[src/rtl/dacfe_pkg.sv]
package dacfe_pkg;
    localparam int WORD_W = 16;
    localparam int CODE_W = 12;
    localparam int NCH    = 2;
    localparam int SEL_W  = $clog2(NCH);
    localparam int CNT_W  = $clog2(WORD_W + 1);

    typedef struct packed {
        logic              buffered;
        logic              gain1x;
        logic              enable;
        logic [CODE_W-1:0] code;
    } chan_cfg_t;

    typedef struct packed {
        logic [SEL_W-1:0] sel;
        chan_cfg_t        cfg;
    } dac_cmd_t;

    localparam chan_cfg_t CFG_RESET = '0;

    function automatic dac_cmd_t decode_word(input logic [WORD_W-1:0] w);
        dac_cmd_t c;
        c.sel          = SEL_W'(w[WORD_W-1]);
        c.cfg.buffered = w[WORD_W-2];
        c.cfg.gain1x   = w[WORD_W-3];
        c.cfg.enable   = w[WORD_W-4];
        c.cfg.code     = w[CODE_W-1:0];
        return c;
    endfunction
endpackage

[src/rtl/dacfe_sync.sv]
module dacfe_sync #(
    parameter logic RST_VAL = 1'b0
) (
    input  logic clk,
    input  logic rst,
    input  logic din,
    output logic lvl
);
    logic meta_q, lvl_q;

    always_ff @(posedge clk) begin
        if (rst) begin
            meta_q <= RST_VAL;
            lvl_q  <= RST_VAL;
        end else begin
            meta_q <= din;
            lvl_q  <= meta_q;
        end
    end

    assign lvl = lvl_q;
endmodule

[src/rtl/dacfe_shift.sv]
module dacfe_shift
    import dacfe_pkg::*;
(
    input  logic              clk,
    input  logic              rst,
    input  logic              csn_lvl,
    input  logic              sck_lvl,
    input  logic              sdi_lvl,
    output logic              commit,
    output logic [WORD_W-1:0] word
);
    logic              csn_d, sck_d;
    logic              cs_fall, cs_rise, sck_rise;
    logic [CNT_W-1:0]  cnt_q;
    logic [WORD_W-1:0] sh_q;
    logic              commit_q;

    assign cs_fall  = csn_d & ~csn_lvl;
    assign cs_rise  = ~csn_d & csn_lvl;
    assign sck_rise = ~sck_d & sck_lvl;

    always_ff @(posedge clk) begin
        if (rst) begin
            csn_d    <= 1'b1;
            sck_d    <= 1'b0;
            cnt_q    <= '0;
            sh_q     <= '0;
            commit_q <= 1'b0;
        end else begin
            csn_d    <= csn_lvl;
            sck_d    <= sck_lvl;
            commit_q <= 1'b0;
            if (cs_fall) begin
                cnt_q <= '0;
            end else if (!csn_lvl && sck_rise && cnt_q < CNT_W'(WORD_W)) begin
                sh_q  <= {sh_q[WORD_W-2:0], sdi_lvl};
                cnt_q <= cnt_q + 1'b1;
            end
            if (cs_rise && cnt_q == CNT_W'(WORD_W))
                commit_q <= 1'b1;
        end
    end

    assign commit = commit_q;
    assign word   = sh_q;


    full_frozen_chk: assert property (@(posedge clk) disable iff (rst)
        (cnt_q == CNT_W'(WORD_W) && sck_rise && !cs_fall) |=> $stable(sh_q));


    short_abort_chk: assert property (@(posedge clk) disable iff (rst)
        (cs_rise && cnt_q != CNT_W'(WORD_W)) |=> !commit_q);


    commit_single_chk: assert property (@(posedge clk) disable iff (rst)
        commit_q |=> !commit_q);
endmodule

[src/rtl/dacfe_chan.sv]
module dacfe_chan
    import dacfe_pkg::*;
#(
    parameter int IDX = 0
) (
    input  logic      clk,
    input  logic      rst,
    input  logic      commit,
    input  dac_cmd_t  cmd,
    input  logic      ldac_lvl,
    input  logic      shdn_lvl,
    output chan_cfg_t act
);
    chan_cfg_t stage_q, act_q;

    always_ff @(posedge clk) begin
        if (rst) begin
            stage_q <= CFG_RESET;
            act_q   <= CFG_RESET;
        end else begin
            if (commit && cmd.sel == SEL_W'(IDX))
                stage_q <= cmd.cfg;
            if (!ldac_lvl)
                act_q <= stage_q;
            if (!shdn_lvl) begin
                stage_q.enable <= 1'b0;
                act_q.enable   <= 1'b0;
            end
        end
    end

    assign act = act_q;


    hold_chk: assert property (@(posedge clk) disable iff (rst)
        (ldac_lvl && shdn_lvl) |=> $stable(act_q));


    copy_chk: assert property (@(posedge clk) disable iff (rst)
        (!ldac_lvl && shdn_lvl) |=> (act_q == $past(stage_q)));


    shdn_off_chk: assert property (@(posedge clk) disable iff (rst)
        !shdn_lvl |=> (!act_q.enable && !stage_q.enable));
endmodule

[src/rtl/dacfe_top.sv]
module dacfe_top
    import dacfe_pkg::*;
(
    input  logic                  clk,
    input  logic                  rst,
    input  logic                  spi_csn,
    input  logic                  spi_sck,
    input  logic                  spi_sdi,
    input  logic                  ldac_n,
    input  logic                  shdn_n,
    output logic [NCH*CODE_W-1:0] chan_code,
    output logic [NCH-1:0]        chan_gain1x,
    output logic [NCH-1:0]        chan_buffered,
    output logic [NCH-1:0]        chan_enable,
    output logic                  wr_commit,
    output logic                  xfer_pulse
);
    localparam int         NSYNC    = 5;
    localparam logic [4:0] SYNC_RST = 5'b11001;

    logic [NSYNC-1:0]  raw, lvl;
    logic              commit;
    logic [WORD_W-1:0] word;
    dac_cmd_t          cmd;
    logic              ldac_d;

    assign raw = {shdn_n, ldac_n, spi_sdi, spi_sck, spi_csn};

    for (genvar g = 0; g < NSYNC; g++) begin : g_sync
        dacfe_sync #(.RST_VAL(SYNC_RST[g])) u_sync (
            .clk (clk),
            .rst (rst),
            .din (raw[g]),
            .lvl (lvl[g])
        );
    end

    dacfe_shift u_shift (
        .clk     (clk),
        .rst     (rst),
        .csn_lvl (lvl[0]),
        .sck_lvl (lvl[1]),
        .sdi_lvl (lvl[2]),
        .commit  (commit),
        .word    (word)
    );

    assign cmd = decode_word(word);

    for (genvar c = 0; c < NCH; c++) begin : g_chan
        chan_cfg_t act;
        dacfe_chan #(.IDX(c)) u_chan (
            .clk      (clk),
            .rst      (rst),
            .commit   (commit),
            .cmd      (cmd),
            .ldac_lvl (lvl[3]),
            .shdn_lvl (lvl[4]),
            .act      (act)
        );
        assign chan_code[c*CODE_W +: CODE_W] = act.code;
        assign chan_gain1x[c]                = act.gain1x;
        assign chan_buffered[c]              = act.buffered;
        assign chan_enable[c]                = act.enable;
    end

    always_ff @(posedge clk) begin
        if (rst) ldac_d <= 1'b1;
        else     ldac_d <= lvl[3];
    end

    assign xfer_pulse = ldac_d & ~lvl[3];
    assign wr_commit  = commit;


    xfer_single_chk: assert property (@(posedge clk) disable iff (rst)
        xfer_pulse |=> !xfer_pulse);
endmodule

[config.mk]
export PLATFORM = sky130hd
export DESIGN_NAME = dacfe_top
export DESIGN_NICKNAME = d
export VERILOG_FILES = /design/src/rtl/dacfe_pkg.sv /design/src/rtl/dacfe_sync.sv /design/src/rtl/dacfe_shift.sv /design/src/rtl/dacfe_chan.sv /design/src/rtl/dacfe_top.sv
export SDC_FILE = /design/constraint.sdc
export NUM_CORES = 1
export LEC_CHECK = 0
export BUFFER_PORTS_ARGS = -buffer_cell sky130_fd_sc_hd__buf_2
export CORE_ASPECT_RATIO = 1.4
export CORE_MARGIN = 4
export CORE_UTILIZATION = 50
export DETAILED_ROUTE_END_ITERATION = 16
export PLACE_DENSITY = 0.67
export SKIP_CTS_REPAIR_TIMING = 1
export SLEW_MARGIN = 20
export SYNTH_ARGS = -nofsm -noshare
export SYNTH_HDL_FRONTEND = slang
export SYNTH_SLANG_ARGS = --single-unit
export TNS_END_PERCENT = 10
[constraint.sdc]
create_clock -name clk -period 1.8 [get_ports clk]
set_input_delay 0.18 -clock clk [delete_from_list [all_inputs] [get_ports clk]]
set_output_delay 0.18 -clock clk [all_outputs]
set_load 0.02 [all_outputs]
## Yosys cells after proc, flatten, opt, wreduce, memory -nomap -nowiden

Cells that the tools add are included.

| storage, ports and cells | value |
|---|---|
| flip-flop bits (word level) | 95 |

| operators by class | value |
|---|---|
| add/sub/neg operators | 1 |
| $lt $le $gt $ge | 1 |
| mux-type cells | 1 |
| bitwise operators | 11 |
| reductions and logical operators | 9 |
| equal/unequal tests | 1 |

Operator list:

| kind | count |
|---|---|
| inverter 1 bit | 7 |
| adder 5 x 1 -> 5 bit (second input constant) | 1 |
| == test 5 bit (second input constant) | 1 |
| logical AND 1 bit | 5 |
| less-than comparator 5 bit (second input constant) | 1 |
| AND 1 bit | 4 |
| OR reduction 2 bit | 2 |
| AND reduction 2 bit | 1 |
| zero test 1 bit | 1 |
| two-way mux 1 bit | 1 |

## Longest topological paths before layout

Gate-level depths: netlist (run 1).

| depth | value |
|---|---|
| depth in word-level cells | 5 |
| gate-level depth with buffers | 5 |

## Modules after synthesis

A second synthesis (run 1) with hierarchy kept.

| second synthesis, totals | value |
|---|---|
| cell total of the unflattened synthesis | 345 |
| area total of the unflattened synthesis | 3589.7 sq um |

By module, submodules not included:

| module | cells each | area each (sq um) | times used | seq. area each (sq um) |
|---|---|---|---|---|
| dacfe_chan at g_chan[1].u_chan | 117 | 1266.2 | 1 | 600.6 |
| dacfe_chan at g_chan[0].u_chan | 115 | 1069.8 | 1 | 600.6 |
| dacfe_shift | 90 | 955.9 | 1 | 480.5 |
| dacfe_sync | 4 | 52.6 | 5 | 40.0 |
| dacfe_top | 3 | 35.0 | 1 | 20.0 |

## Least setup slack after synthesis (run 1)

OpenSTA, ideal clock, no wires.

| timing | value |
|---|---|
| path kind | flip-flop to flip-flop |
| start | register u_shift.cnt_q[4] |
| end | register u_shift.sh_q[10] (netlist: u_shift.word[10]) |
| buffers on the path | 2 |
| setup time | 0.072 ns |
| clock period less this slack | 1.427 ns |
| slack | 0.373 ns |
| stages on the path, launching flop included | 6 |
| arrival | 1.355 ns |
| cell sequence | dfxtp_1 > nor4b_4 > and2_1 > buf_6 > buf_12 > mux2i_1 |

| on the way | value |
|---|---|
| cells in the longest elaborated chain, start to end | 3 |

RTL lines:

| element | line | RTL |
|---|---|---|
| from (decl) | dacfe_shift.sv:14 | `logic [CNT_W-1:0] cnt_q;` |
| from (signal assigned) | dacfe_shift.sv:37 | `cnt_q <= cnt_q + 1'b1;` |
| less-than comparator 5 bit | dacfe_shift.sv:35 | `end else if (!csn_lvl && sck_rise && cnt_q < CNT_W'(WORD_W)) begin` |
| logical AND 1 bit | dacfe_shift.sv:35 |  |
| AND reduction 2 bit (no source line) | -- |  |
| to (signal assigned) | dacfe_shift.sv:36 | `sh_q <= {sh_q[WORD_W-2:0], sdi_lvl};` |
| to (decl) | dacfe_shift.sv:15 | `logic [WORD_W-1:0] sh_q;` |

No other way between the ends.
A chain may end at the register's enable or synchronous reset.

## Final worst setup path (run 1)

| timing | value |
|---|---|
| start | register g_sync[3].u_sync.lvl_q |
| end | output port xfer_pulse |

| on the way | value |
|---|---|
| cells in the longest elaborated chain, start to end | 2 |

RTL lines:

| element | line | RTL |
|---|---|---|
| from (decl) | dacfe_sync.sv:9 | `logic meta_q, lvl_q;` |
| from (signal assigned) | dacfe_sync.sv:17 | `lvl_q <= meta_q;` |
| inverter 1 bit | dacfe_top.sv:72 | `assign xfer_pulse = ldac_d & ~lvl[3];` |
| AND 1 bit | dacfe_top.sv:72 |  |
| to (decl) | dacfe_top.sv:16 | `output logic xfer_pulse` |

No other way between the ends.

==> metrics.yaml, run 1 <==
status: "completed"
path_clk_slew_ps: 90
period_share: 0.7452
via_per_inst: 5.103
cts_sinks: 95
die_w_um: 77.02
r2r-start: "u_shift.cnt_q[4]$_SDFFE_PP0P_"
relSlewSlack: 0.5770
wl_um: 5707
numPortBuffers: 38
finalHoldViolCount: 0
combPwrFrac: 0.022
area.growth.synth_to_final_pct: 16.10
yosys-top-cells-count: "dfxtp_1 (95), nand2_1 (79), mux2i_1 (48)"
reg2reg_setup_slack_ps: 460
hold_class: "primary input to register"
timing.fmax_mhz: 745.5
worstSetupStartpointType: "register"
clock_latency_ps: 350
place_congestion: 0.7824
num_rows: 34
grt_remaining_overflow: 0
h-tree-depth: 3
rsz0062_at_grt: "no"
worstSetupStartpoint: "g_sync[3].u_sync.lvl$_SDFF_PP1_"
worstRegToRegCells: 4
power.switching_mw: 0.7742
yosysSeqAreaShare: 0.5704
dp_hpwl_um: 3778
num_io_pins: 39
chipHeight_um: 104.6
drv_cap: 0
synth-edff-count: 0
cp_max_fo: 32
synth-seq-cells: 95
holdPathEnd: "g_sync[4].u_sync.meta_q$_SDFF_PP1_"
ir_drop_mv: 0.6565
drtIter0Drc: 90
root_buffer: "clkbuf_8"
num_vias: 2327
antenna_found_initial: 0
p_int_mw: 3.358
required_ps: 1620
min_path_cells: 2
netlist_area_um2: 3334
wl_per_cell_um: 12.52
coreArea_um2: 6339
synth_most_common_cell: "dfxtp_1"
grt_pass1_wl_um: 10230
nets: 388
setup_viol: 0
ant_nets: 0
async_flop_share: 0
power.density_nw_per_um2: 1067
synth.distinct_cells: 26
initial_core_util: 0.5261
cp-end-kind: "primary output"
netlist_instances: 345
crit_type: "register to primary output"
critPathArrivalTime_ps: 1160
drive_above_1_share: 0.1849
leakage_nw: 1.710
setup_ws_ps: 458.6
wl_met2_um: 2873
netlist.area_leader.share: 0.5704
yosysTopAreaCell: "dfxtp_1"
wl_met1_um: 2504
switching_share: 0.1874
dieArea_um2: 8058
cts_buffers: 9
p_seq_frac: 0.512
synthFlopType: "dfxtp_1"
holdCritStartpoint: "shdn_n"
timing.rr.end: "u_shift.word[15]$_SDFFE_PP0P_"
fin_tns_setup_ps: 0
fin_util: 0.6107
n_antenna_cell: 0
synth.area.top_cells: "dfxtp_1 (57%), mux2i_1 (14%), nand2_1 (8.9%)"
remaining_drc_errors: 0
syn_area_per_cell_um2: 9.665
met3_length_um: 232
clock_skew_ps: 5.988
clock_path_buffers: 2
power_mw: 4.132
ys_warn_count: 0
routed.top_layer: "met4"
firstDrtPassIters: 4
tightest_slew_ps: 634.5
fin_crit_ps: 1341
clkPwrFrac: 0.466
grt_use_total: 0.1571
syn_nets: 354
cts_tree: "done"
maxSlewViolCount: 0
place_ws_ps: 467.8
grt_max_degree: 72
grt_pass1_vias: 2312
[cell usage in the layout (no fill, tap or decap)]
master / instances
a41oi_1: 1
and3_2: 1
mux2i_1: 48
and2_1: 2
nor2b_1: 7
or2_2: 7
inv_1: 5
buf_12: 2
o211ai_1: 2
nor4b_4: 1
nand4_1: 1
buf_2: 38
ha_1: 2
nand2_1: 79
inv_6: 1
clkbuf_8: 9
and4_1: 1
a31o_2: 1
clkinv_4: 1
dfxtp_2: 1
o21ai_0: 1
bufinv_16: 5
a211o_1: 2
dfxtp_1: 94
nor2_1: 34
a21oi_1: 31
nand2b_1: 2
xnor2_1: 1
buf_4: 4
[worst max-delay path, cell delays in order, from the launching register on]
cell     delay, ps
dfxtp_2        350
buf_12         220
nor2b_1         70
buf_2          160
[logic make-up (layout without fill, tap and decap cells)]
family / after synthesis / after routing / share of synthesized area
simple gates: 135 / 135 / 0.1749
mux: 48 / 48 / 0.1441
compound gates: 38 / 38 / 0.06304
flops: 95 / 95 / 0.5704
xor+xnor: 1 / 1 / 0.002627
buf+inv: 26 / 65 / 0.03752
fa+ha+maj: 2 / 2 / 0.007503
[power groups by stage]
stage                     registers, mW  clock network (mW)  logic (mW)
after floorplan                    2.17                   0      0.0675
after global placement             2.17                   0      0.0918
after detailed placement           2.17                   0      0.0925
after CTS                          2.12                1.97      0.0924
after global routing               2.12                2.06       0.101
final                              2.12                1.92      0.0902
[area by class of cell]
type,instances,area (um2)
fill,551,2467
sequential,95,1903
multi-input combinational,224,1308
timing repair buffer,44,260.3
clock inverter,7,167.7
clock buffer,9,123.9
tap,72,90.09
inverter,5,18.77
[through the flow]
| step | hold WS [ps] | area [um2] | cells |
|---|---|---|---|
| floorplan | 283.8 | 3334 | 345 |
| global placement | 362.2 | 3580 | 440 |
| detailed placement | 367.4 | 3580 | 440 |
| CTS | -14.93 | 3871 | 456 |
| global route | 1.533 | 3871 | 456 |
| finish | 4.042 | 3871 | 456 |
[registers in the layout, indices dropped and copies added (netlist names)]
signal	flops
g_chan.u_chan.act	30
g_sync.u_sync.lvl	5
u_shift.commit	1
u_shift.cnt_q	5
u_shift.csn_d	1
u_shift.word	16
ldac_d	1
g_chan.u_chan.stage_q	30
u_shift.sck_d	1
g_sync.u_sync.meta_q	5
[how the worst max path moves through the flow]
stage | to | cells past startpoint | slack [ps]
CTS | xfer_pulse | 3 | 420
floorplan | u_shift.word[10]$_SDFFE_PP0P_ | 5 | 370
detailed placement | u_shift.word[15]$_SDFFE_PP0P_ | 4 | 470
global route | u_shift.word[12]$_SDFFE_PP0P_ | 4 | 320
finish | xfer_pulse | 3 | 460
global placement | u_shift.word[5]$_SDFFE_PP0P_ | 4 | 530
[metal layers]
metal	GRT usage	up-vias
li1	-	1196
met1	0.1713	1093
met2	0.2830	31
met3	0.04217	7
met4	0.06870	0
met5	0	-
No activity file was read; power rests on OpenSTA's default activity.
==> inputs of run 2 (changes only) <==
- PLACE_DENSITY: 0.67 -> 0.7
- clock period: 1.8 -> 1.11 ns (I/O delays scaled with it)
==> run 2 against run 1 <==
Effect of this change:
- the flow now finishes with violations (setup timing)
- via count is 1.4% higher
- die area is the same
- first-iteration DRC count shrank 7.8%
- setup slack lost 610 ps
- critical endpoint is now u_shift.word[8]$_SDFFE_PP0P_
- largest power group unchanged
==> metrics.yaml, run 2 (synthesized netlist as in run 1, its figures left out) <==
status: "finished with violations"
failed_checks: "setup timing"
initial_core_util: 0.5261  # unchanged
antenna_found_initial: 0  # unchanged
timing.rr.end: "u_shift.word[8]$_SDFFE_PP0P_"
firstDrtPassIters: 4  # unchanged
worstSetupStartpoint: "u_shift.sck_d$_SDFF_PP0_"
reg2reg_setup_slack_ps: -150  # -610 ps
hold_class: "primary input to register"
r2r-start: "u_shift.sck_d$_SDFF_PP0_"
power_mw: 6.111  # +48%
fin_util: 0.6352  # +0.02448
holdCritStartpoint: "rst"
num_rows: 34  # unchanged
place_inst: 452  # +2.7%
num_vias: 2360  # +1.4%
cp-end-kind: "register"
finalHoldViolCount: 0  # unchanged
root_buffer: "clkbuf_8"
rsz0062_at_grt: "yes"
crit_type: "register to register"
place_ws_ps: -175.0  # -642.8 ps
cts_sinks: 95  # unchanged
h-tree-depth: 3  # unchanged
num_io_pins: 39  # unchanged
cp_max_fo: 7  # -78%
most-common-layout-cells: "dfxtp_1 (89), nand2_1 (79), mux2i_1 (48), buf_2 (37), nor2_1 (34)"
required_ps: 1400  # -220 ps
critPathArrivalTime_ps: 1540  # +380 ps
placed_area_um2: 3710  # +3.6%
setup_ws_ps: -147.4  # -605.9 ps
grt_pass1_wl_um: 9998  # -2.3%
dieArea_um2: 8058  # unchanged
power.density_nw_per_um2: 1518  # +42%
ant_nets: 0  # unchanged
fin_tns_setup_ps: -2310  # -2310 ps
drive_above_1_share: 0.2239  # +0.03898
crit_end: "u_shift.word[8]$_SDFFE_PP0P_"
maxSlewViolCount: 0  # unchanged
n_antenna_cell: 0  # unchanged
worstRegToRegCells: 4  # unchanged
coreArea_um2: 6339  # unchanged
chipHeight_um: 104.6  # unchanged
clock_latency_ps: 350  # about the same
drtIter0Drc: 83  # -7.8%
wl_um: 5922  # +3.8%
place_congestion: 0.8569  # +9.5%
grt_remaining_overflow: 0  # unchanged
grt_max_degree: 42  # -42%
wl_per_cell_um: 12.49  # -0.17%
clock_path_buffers: 2  # unchanged
worstSetupStartpointType: "register"
path_clk_slew_ps: 90  # about the same
remaining_drc_errors: 0  # unchanged
leakage_nw: 1.791  # +4.8%
drv_cap: 0  # unchanged
cts_tree: "done"
grt_pass1_vias: 2259  # -2.3%
relSlewSlack: 0.7793  # +0.2023
finalInstanceArea_um2: 4026  # +4.0%
mostFrequentLayoutCell: "dfxtp_1"
period_share: 1.133
fin_hold_ws_ps: 128.6  # +124.5 ps
ir_drop_mv: 0.7548  # +15%
die_w_um: 77.02  # unchanged
numPortBuffers: 38  # unchanged
timing.fmax_mhz: 795.3
cts_buffers: 9  # unchanged
tightest_slew_ps: 327.6  # -306.9 ps
area.growth.synth_to_final_pct: 20.75
via_per_inst: 4.979  # -2.4%
nets: 406  # +4.6%
fin_crit_ps: 1257
final_cells: 474  # +3.9%
setup_viol: 21  # +21
grt_use_total: 0.1524  # -0.004684
clock_skew_ps: 7.419  # +1.431 ps
dp_hpwl_um: 4086  # +8.1%
run 2: changes by cell type in the layout (fill, tap and decap cells not counted), moves of 3 or more:
cell,before,now
buf_12,2,5
bufinv_16,5,2
buf_4,4,13
dfxtp_2,1,6
dfxtp_1,94,89
dlygate4sd3_1,0,5
run 2: power breakdown:
part / switching, mW / total [mW] / leakage, nW / internal [mW]
Combinational: 0.0944 / 0.179 / 0.905 / 0.0849
Sequential: 0.00909 / 3.43 / 0.770 / 3.42
Clock: 1.15 / 2.50 / 0.117 / 1.35
run 2: metal layers:
metal	wire length [um]	track usage
met4	119	0.07125
met5	0	0
met1	2693	0.1740
met2	2893	0.2594
met3	216	0.04647
run 2: worst min-delay path by stage:
stage | endpoint | slack, ps | cells past startpoint
2_1_floorplan | g_sync[0].u_sync.meta_q$_SDFF_PP1_ | 210 | 1
3_3_place_gp | g_sync[4].u_sync.meta_q$_SDFF_PP1_ | 290 | 2
3_5_place_dp | g_sync[4].u_sync.meta_q$_SDFF_PP1_ | 300 | 2
4_1_cts | g_sync[4].u_sync.meta_q$_SDFF_PP1_ | -80 | 2
5_1_grt | u_shift.csn_d$_SDFF_PP1_ | 170 | 3
6_report | u_shift.csn_d$_SDFF_PP1_ | 130 | 3
run 2: area by class of cell:
class / instances / area (um2)
Clock buffer: 10 / 137.6
Clock inverter: 6 / 91.34
Fill cell: 517 / 2312
Inverter: 5 / 18.77
Multi-Input combinational cell: 224 / 1310
Sequential cell: 95 / 1909
Tap cell: 72 / 90.09
Timing Repair Buffer: 62 / 469.2
run 2: critical path, cell delays in order (launching register included):
cell and delay [ps]:
dfxtp_2 340, nor4b_4 290, and2_4 230, clkbuf_16 160
mux2i_1 170
==> inputs of run 3 (changes only) <==
- CORE_MARGIN: 4 -> 2
==> run 3 against run 2 <==
Effect of this change:
- sequential power barely moved
- non-clock buffer count did not move
- first-iteration DRC count rose by 23%
- global-route usage rose by 1.6 points
- clock skew fell by 4.3 ps
- combinational power barely moved
- final cell count rose by 0.42%
- flip-flop and latch count did not move
- the flow still finishes with violations (setup timing)
- utilization fell by 2.1 points
==> metrics.yaml, run 3 (synthesized netlist as in run 1, its figures left out) <==
nets: 406  # unchanged
grt_use_total: 0.1681  # +0.01570
most-common-layout-cells: "dfxtp_1 (88), nand2_1 (79), mux2i_1 (48), buf_2 (37), nor2_1 (34)"
power.switching_mw: 1.194  # -4.9%
fin_crit_ps: 1240  # -17.09 ps
wl_per_cell_um: 12.38  # -0.87%
root_buffer: "clkbuf_8"
p_int_mw: 4.738  # -2.4%
setup_ws_ps: -130.3  # +17.09 ps
period_share: 1.117  # -0.01540
p_seq_frac: 0.579  # +0.017
setup_viol: 20  # -4.8%
cp-end-kind: "register"
rsz0062_at_grt: "yes"
die_w_um: 73.02  # -5.2%
required_ps: 1380  # -20 ps
h-tree-depth: 3  # unchanged
cts_tree: "done"
dp_hpwl_um: 4037  # -1.2%
combPwrFrac: 0.030  # about the same
worstSetupStartpointType: "register"
antenna_found_initial: 0  # unchanged
num_io_pins: 39  # unchanged
failed_checks: "setup timing"
drtIter0Drc: 102  # +23%
dieArea_um2: 7348  # -8.8%
crit_type: "register to register"
relSlewSlack: 0.8449  # +0.06556
wl_um: 5895  # -0.46%
area.growth.synth_to_final_pct: 20.26
coreArea_um2: 6525  # +2.9%
firstDrtPassIters: 4  # unchanged
switching_share: 0.2013  # -0.004178
drv_cap: 0  # unchanged
fin_tns_setup_ps: -1803  # +506.2 ps
grt_max_degree: 45  # +7.1%
initial_core_util: 0.5110  # -0.01503
grt_pass1_vias: 2291  # +1.4%
cts_buffers: 9  # unchanged
cts_sinks: 95  # unchanged
place_ws_ps: -153.2  # +21.78 ps
leakage_nw: 1.778  # -0.76%
clock_path_buffers: 2  # unchanged
remaining_drc_errors: 0  # unchanged
clkPwrFrac: 0.391  # -0.018
status: "finished with violations"
fin_util: 0.6146  # -0.02064
finalHoldViolCount: 0  # unchanged
timing.fmax_mhz: 806.3  # +1.4%
worstRegToRegCells: 4  # unchanged
place_congestion: 0.8496  # -0.85%
clock_latency_ps: 340  # about the same
grt_remaining_overflow: 0  # unchanged
path_clk_slew_ps: 80  # about the same
chipHeight_um: 100.6  # -3.8%
maxSlewViolCount: 0  # unchanged
hold_class: "primary input to register"
num_vias: 2442  # +3.5%
min_path_cells: 2  # -1
tightest_slew_ps: 232.4  # -95.14 ps
cp_max_fo: 8  # +1
mostFrequentLayoutCell: "dfxtp_1"
numPortBuffers: 38  # unchanged
critPathArrivalTime_ps: 1510  # -30 ps
n_antenna_cell: 0  # unchanged
drive_above_1_share: 0.2239  # unchanged
clock_skew_ps: 3.102  # -4.317 ps
ir_drop_mv: 0.8745  # +16%
num_rows: 35  # +2.9%
grt_pass1_wl_um: 9735  # -2.6%
via_per_inst: 5.130  # +3.0%
power.density_nw_per_um2: 1479  # -2.5%
reg2reg_setup_slack_ps: -130  # +20 ps
ant_nets: 0  # unchanged
==> run 3: worst max-delay path, cell delays in order, from the launching register on <==
cell,delay [ps]
dfxtp_2,330
nor4b_4,280
and2_4,210
buf_12,140
mux2i_1,200
==> run 3: cell type report <==
type,instances,area [um2]
inverter,5,18.77
fill,584,2515
sequential,95,1911
timing repair buffer,62,465.4
clock buffer,14,172.7
multi-input combinational,224,1313
tap,74,92.59
clock inverter,2,37.54
==> run 3: per-stage QoR <==
step | std cells | cell area (um2) | power (mW) | hold slack (ps)
after floorplan | 345 | 3337 | 3.621 | 214.8
after global placement | 454 | 3712 | 3.679 | 297.7
after detailed placement | 454 | 3712 | 3.681 | 301.4
after CTS | 470 | 3923 | 6.003 | -70.58
after global routing | 476 | 4010 | 6.140 | 75.89
final | 476 | 4010 | 5.932 | 67.12
==> run 3: worst paths after layout <==
path                                          end                          startpoint
hold / removal    g_sync[2].u_sync.lvl$_SDFF_PP0_                                 rst
setup reg to reg     u_shift.word[9]$_SDFFE_PP0P_            u_shift.sck_d$_SDFF_PP0_
hold reg to reg   g_sync[0].u_sync.lvl$_SDFF_PP1_  g_sync[0].u_sync.meta_q$_SDFF_PP1_
setup / recovery     u_shift.word[9]$_SDFFE_PP0P_            u_shift.sck_d$_SDFF_PP0_
==> run 3: per-layer routing <==
metal	vias to the layer above	wire length, um	GRT usage
met5	-	0	0
met4	0	112	0.08405
met3	10	182	0.04300
met2	41	2979	0.2876
met1	1160	2621	0.1900
li1	1231	-	-
==> run 3: power by group through the flow <==
stage                     Clock [mW]  Combinational [mW]  Sequential [mW]
after floorplan                    0               0.109             3.51
after global placement             0               0.165             3.51
after detailed placement           0               0.167             3.51
after CTS                       2.40               0.167             3.43
after global routing            2.51               0.197             3.44
final                           2.32               0.181             3.43
